--- config.mk ---
export PLATFORM = sky130hd
export DESIGN_NAME = op_bypass_unit
export DESIGN_NICKNAME = d
export VERILOG_FILES = /design/src/rtl/op_bypass_pkg.sv /design/src/rtl/byp_match.sv /design/src/rtl/byp_mux.sv /design/src/rtl/op_bypass_unit.sv
export SDC_FILE = /design/constraint.sdc
export NUM_CORES = 1
export LEC_CHECK = 0
export ABC_AREA = 1
export BUFFER_PORTS_ARGS = -buffer_cell sky130_fd_sc_hd__buf_2
export CAP_MARGIN = 20
export CORE_AREA = 2 2 84 86
export DETAILED_ROUTE_END_ITERATION = 6
export DIE_AREA = 0 0 86 88
export PLACE_DENSITY = 0.73
export SYNTH_ARGS = -nofsm -noshare
export SYNTH_HDL_FRONTEND = slang
export SYNTH_SLANG_ARGS = --single-unit
--- constraint.sdc ---
create_clock -name vclk -period 2.9
set_input_delay 0.58 -clock vclk [all_inputs]
set_output_delay 0.58 -clock vclk [all_outputs]
set_load 0.01 [all_outputs]
--- src/rtl/op_bypass_pkg.sv ---
package op_bypass_pkg;
  localparam int unsigned REG_AW = 5;
  localparam int unsigned DATA_W = 32;
  localparam int unsigned SEL_W  = 2;

  typedef enum logic [SEL_W-1:0] {
    SEL_RF  = 2'b00,
    SEL_MWB = 2'b01,
    SEL_EXM = 2'b10
  } byp_sel_e;
endpackage

--- src/rtl/byp_match.sv ---
module byp_match
  import op_bypass_pkg::*;
#(
  parameter int unsigned AW = REG_AW
) (
  input  logic [AW-1:0]    src_idx_i,
  input  logic             exm_wr_en_i,
  input  logic [AW-1:0]    exm_dst_i,
  input  logic             mwb_wr_en_i,
  input  logic [AW-1:0]    mwb_dst_i,
  output logic [SEL_W-1:0] sel_o
);
  logic exm_hit, mwb_hit;

  assign exm_hit = exm_wr_en_i && (exm_dst_i != '0) && (exm_dst_i == src_idx_i);
  assign mwb_hit = mwb_wr_en_i && (mwb_dst_i != '0) && (mwb_dst_i == src_idx_i);

  // newer stage first
  always_comb begin
    if (exm_hit)      sel_o = SEL_EXM;
    else if (mwb_hit) sel_o = SEL_MWB;
    else              sel_o = SEL_RF;
  end

  always_comb begin

    sel_never_11_chk: assert (sel_o != 2'b11);

    exm_priority_chk: assert (!(exm_wr_en_i && exm_dst_i != '0 && exm_dst_i == src_idx_i)
                              || sel_o == SEL_EXM);

    zero_dst_chk: assert (!(exm_dst_i == '0 && mwb_dst_i == '0) || sel_o == SEL_RF);

    no_wr_chk: assert (exm_wr_en_i || mwb_wr_en_i || sel_o == SEL_RF);
  end
endmodule

--- src/rtl/byp_mux.sv ---
module byp_mux
  import op_bypass_pkg::*;
#(
  parameter int unsigned DW = DATA_W
) (
  input  logic [SEL_W-1:0] sel_i,
  input  logic [DW-1:0]    rf_data_i,
  input  logic [DW-1:0]    exm_res_i,
  input  logic [DW-1:0]    mwb_res_i,
  output logic [DW-1:0]    opnd_o
);
  // unused code 11 falls back to register file
  always_comb begin
    unique case (sel_i)
      SEL_EXM: opnd_o = exm_res_i;
      SEL_MWB: opnd_o = mwb_res_i;
      default: opnd_o = rf_data_i;
    endcase
  end

  always_comb begin

    mux_exm_chk: assert (sel_i != SEL_EXM || opnd_o == exm_res_i);

    mux_mwb_chk: assert (sel_i != SEL_MWB || opnd_o == mwb_res_i);
  end
endmodule

--- src/rtl/op_bypass_unit.sv ---
module op_bypass_unit
  import op_bypass_pkg::*;
(
  input  logic [REG_AW-1:0] src_a_idx_i,
  input  logic [REG_AW-1:0] src_b_idx_i,
  input  logic [DATA_W-1:0] rf_a_data_i,
  input  logic [DATA_W-1:0] rf_b_data_i,
  input  logic              exm_wr_en_i,
  input  logic [REG_AW-1:0] exm_dst_i,
  input  logic [DATA_W-1:0] exm_res_i,
  input  logic              mwb_wr_en_i,
  input  logic [REG_AW-1:0] mwb_dst_i,
  input  logic [DATA_W-1:0] mwb_res_i,
  output logic [SEL_W-1:0]  sel_a_o,
  output logic [SEL_W-1:0]  sel_b_o,
  output logic [DATA_W-1:0] opnd_a_o,
  output logic [DATA_W-1:0] opnd_b_o
);
  localparam int unsigned NUM_SRC = 2;

  logic [REG_AW-1:0] src_idx [NUM_SRC];
  logic [DATA_W-1:0] rf_data [NUM_SRC];
  logic [SEL_W-1:0]  sel     [NUM_SRC];
  logic [DATA_W-1:0] opnd    [NUM_SRC];

  assign src_idx[0] = src_a_idx_i;
  assign src_idx[1] = src_b_idx_i;
  assign rf_data[0] = rf_a_data_i;
  assign rf_data[1] = rf_b_data_i;

  for (genvar g = 0; g < NUM_SRC; g++) begin : g_src
    byp_match #(.AW(REG_AW)) u_match (
      .src_idx_i   (src_idx[g]),
      .exm_wr_en_i (exm_wr_en_i),
      .exm_dst_i   (exm_dst_i),
      .mwb_wr_en_i (mwb_wr_en_i),
      .mwb_dst_i   (mwb_dst_i),
      .sel_o       (sel[g])
    );

    byp_mux #(.DW(DATA_W)) u_mux (
      .sel_i     (sel[g]),
      .rf_data_i (rf_data[g]),
      .exm_res_i (exm_res_i),
      .mwb_res_i (mwb_res_i),
      .opnd_o    (opnd[g])
    );
  end

  assign sel_a_o  = sel[0];
  assign sel_b_o  = sel[1];
  assign opnd_a_o = opnd[0];
  assign opnd_b_o = opnd[1];

  always_comb begin

    a_exm_chk: assert (!(exm_wr_en_i && exm_dst_i != '0 && exm_dst_i == src_a_idx_i)
                       || opnd_a_o == exm_res_i);

    b_exm_chk: assert (!(exm_wr_en_i && exm_dst_i != '0 && exm_dst_i == src_b_idx_i)
                       || opnd_b_o == exm_res_i);
  end
endmodule

==> impl_results.md <==
* Run status: complete, no violations
* Cts repair resizes at 0
* DRT Pass-1 Iters at 4
* Die Y-Extent at 88 um
* Relative slew slack at 68.1%
* Cells after synthesis at 389
* WHS at 1.48 ns
* Final Slew Violations at 0
* Post-synth cell types at 18
* # hold bufs at CTS at 0
* Worst Setup End Kind: primary output
* Hold path endpoint: opnd_a_o[0]
* Tcrit/Tclk final at 91.4%
* Fmax at 377 MHz
* Hold path start: exm_res_i[0]
* Row Count at 30
* Mapped Area at 2060 um2
* Ports at 218
* Number of antenna violations at the first check in global routing at 1
* Clk_buf instances at 0
* Die area at 7570 um2
* Largest net degree at the start of global routing at 36
* Worst Max-Slew Pin Slew at 0.479 ns
* Post-CTS setup buffer count at 0
* Internal at 186 uW
* FF+latch area at 0 um2
* Yosys warnings at 0
* DR vias/cell at 5.19
* Kind of critical path: in2out
* Sw frac at 53.0%
* Wirelength per Cell at 13.6 um
* Startpoint type of the worst setup path: input pin
* Layout cell share with drive strength beyond 1 at 43.3%
* Main combinational cell family by area after synthesis: simple AND/OR/NAND/NOR gates
* Post-Synth Adder-Cell Area at 0%
* CP Max Fanout at 33
* Hold WC Path Type: in2out
* WP data arrival at 2.07 ns
* Syn nets at 539
* Grt total ovfl at 0
* Worst VDD drop at 70.5 uV
* Combinational group share of total power at 100.0%
* Required arrival time at the worst endpoint at 2.32 ns
* Sequential share of power at 0%
* Number of endpoints failing setup at the final stage at 0
* Final Util at 45.8%
* Core Box Area at 6640 um2
* Count of flip-flops and latches at 0
* Initial Util at 31.0%
* XOR/XNOR Fraction of Synth Area at 5.10%
* Chip Width at 86 um
* Total track usage at 21.7%
* Switch Pwr at 210 uW
* Lkg Pwr at 0.00175 uW
* Clock network power share at 0%
* Simple logic cell fraction of the synthesized area at 76.6%
* Post-synthesis mux area share at 0%
* Synth Area in Compound Gates at 0%
* Final-report hold violation count at 0
* Max_cap viols at 0
* First-pass GRT wire length at 13800 um
* Detail Route Antenna Nets at 0
* Routed wire length at 9030 um
* Routed vias at 3453
* Crit path from: mwb_dst_i[4]
* WHS Path Cells at 4
* DP HPWL at 7110 um
* Area growth from synthesis to layout at 47.5%
* Vias in the first global route at 3104
* RePlAce Congestion at 0.902
* Total power at 396 uW
* DR DRC count at 0
* Mean area per synthesized cell at 5.30 um2
* Setup TNS at 0 ns
* RSZ-0062 raised after global routing: false
* Period minus WS final at 2.65 ns
* Seq/Total Area, Yosys at 0%
* Pwr/cell area at 130 nW/um2
* # nets final at 736
* First DRT Iteration DRCs at 148
* PortBufs at 218
## layer usage
layer | GRT usage (%) | wire length, um
met2 | 41.3 | 4520
met3 | 2.07 | 769
met5 | 0 | 0
met4 | 4.76 | 110
met1 | 26.1 | 3640
## power by group through the flow
| stage | registers (uW) | logic, uW | clock network [uW] |
|---|---|---|---|
| final | 0 | 396 | 0.0000461 |
| after global routing | 0 | 438 | 0 |
| after CTS | 0 | 397 | 0 |
| after detailed placement | 0 | 395 | 0 |
| after global placement | 0 | 389 | 0 |
| after floorplan | 0 | 192 | 0 |
## cell families (layout without fill, tap and decap cells)
family,after synthesis,in the layout
other cells,0,1
buf+inv,51,246
xor+xnor,12,12
simple gates,326,326
## cell usage in the layout (no fill, tap or decap), drive strengths merged
master and n:
xnor2 6, nor2b 2, nand3 199, inv 17, diode 1, buf 229
xor2 6, nand2 106, nand3b 1, nor2 18
## worst max-delay path, stage by stage
cell     delay (ns)
buf_2          0.12
xnor2_1        0.21
nor2b_1        0.26
nand3_4        0.41
nand3_1        0.25
nand3_1        0.09
buf_2          0.14
## stage by stage
stage          cells  setup WS, ns  area (um2)
2_1_floorplan    389         0.845        2060
3_3_place_gp     664         0.225        3040
3_5_place_dp     664         0.248        3040
4_1_cts          664         0.230        3040
5_1_grt          664        0.0860        3040
6_report         665         0.249        3040
## how the worst max path moves through the flow
stage,slack (ns),end,depth (start not counted)
floorplan,0.84,opnd_a_o[0],6
finish,0.25,opnd_a_o[30],7
CTS,0.23,opnd_a_o[30],7
global placement,0.23,opnd_b_o[5],7
detailed placement,0.25,opnd_b_o[19],7
global route,0.09,opnd_a_o[31],7
## cell type report
| type | instances | area [um2] |
|---|---|---|
| multi-input cells | 338 | 1690 |
| diodes | 1 | 2.50 |
| repair buffers | 229 | 1190 |
| inverters | 17 | 63.8 |
| fillers | 728 | 3600 |
| well taps | 80 | 100 |
## synth_stat cells
cell / n / area (um2)
buf_6: 20 / 225
clkbuf_8: 1 / 13.8
nand2_1: 105 / 394
nand2_2: 1 / 6.26
nand3_1: 187 / 936
inv_2: 6 / 22.5
xnor2_1: 6 / 52.6
buf_2: 9 / 45.0
nor2b_1: 2 / 12.5
inv_1: 11 / 41.3
nor2_2: 2 / 12.5
nand3b_1: 1 / 7.51
buf_4: 4 / 30.0
xor2_1: 6 / 52.6
nor2_4: 2 / 22.5
nand3_2: 10 / 100
nand3_4: 2 / 35.0
nor2_1: 14 / 52.6
(Power assumes the default switching activity.)
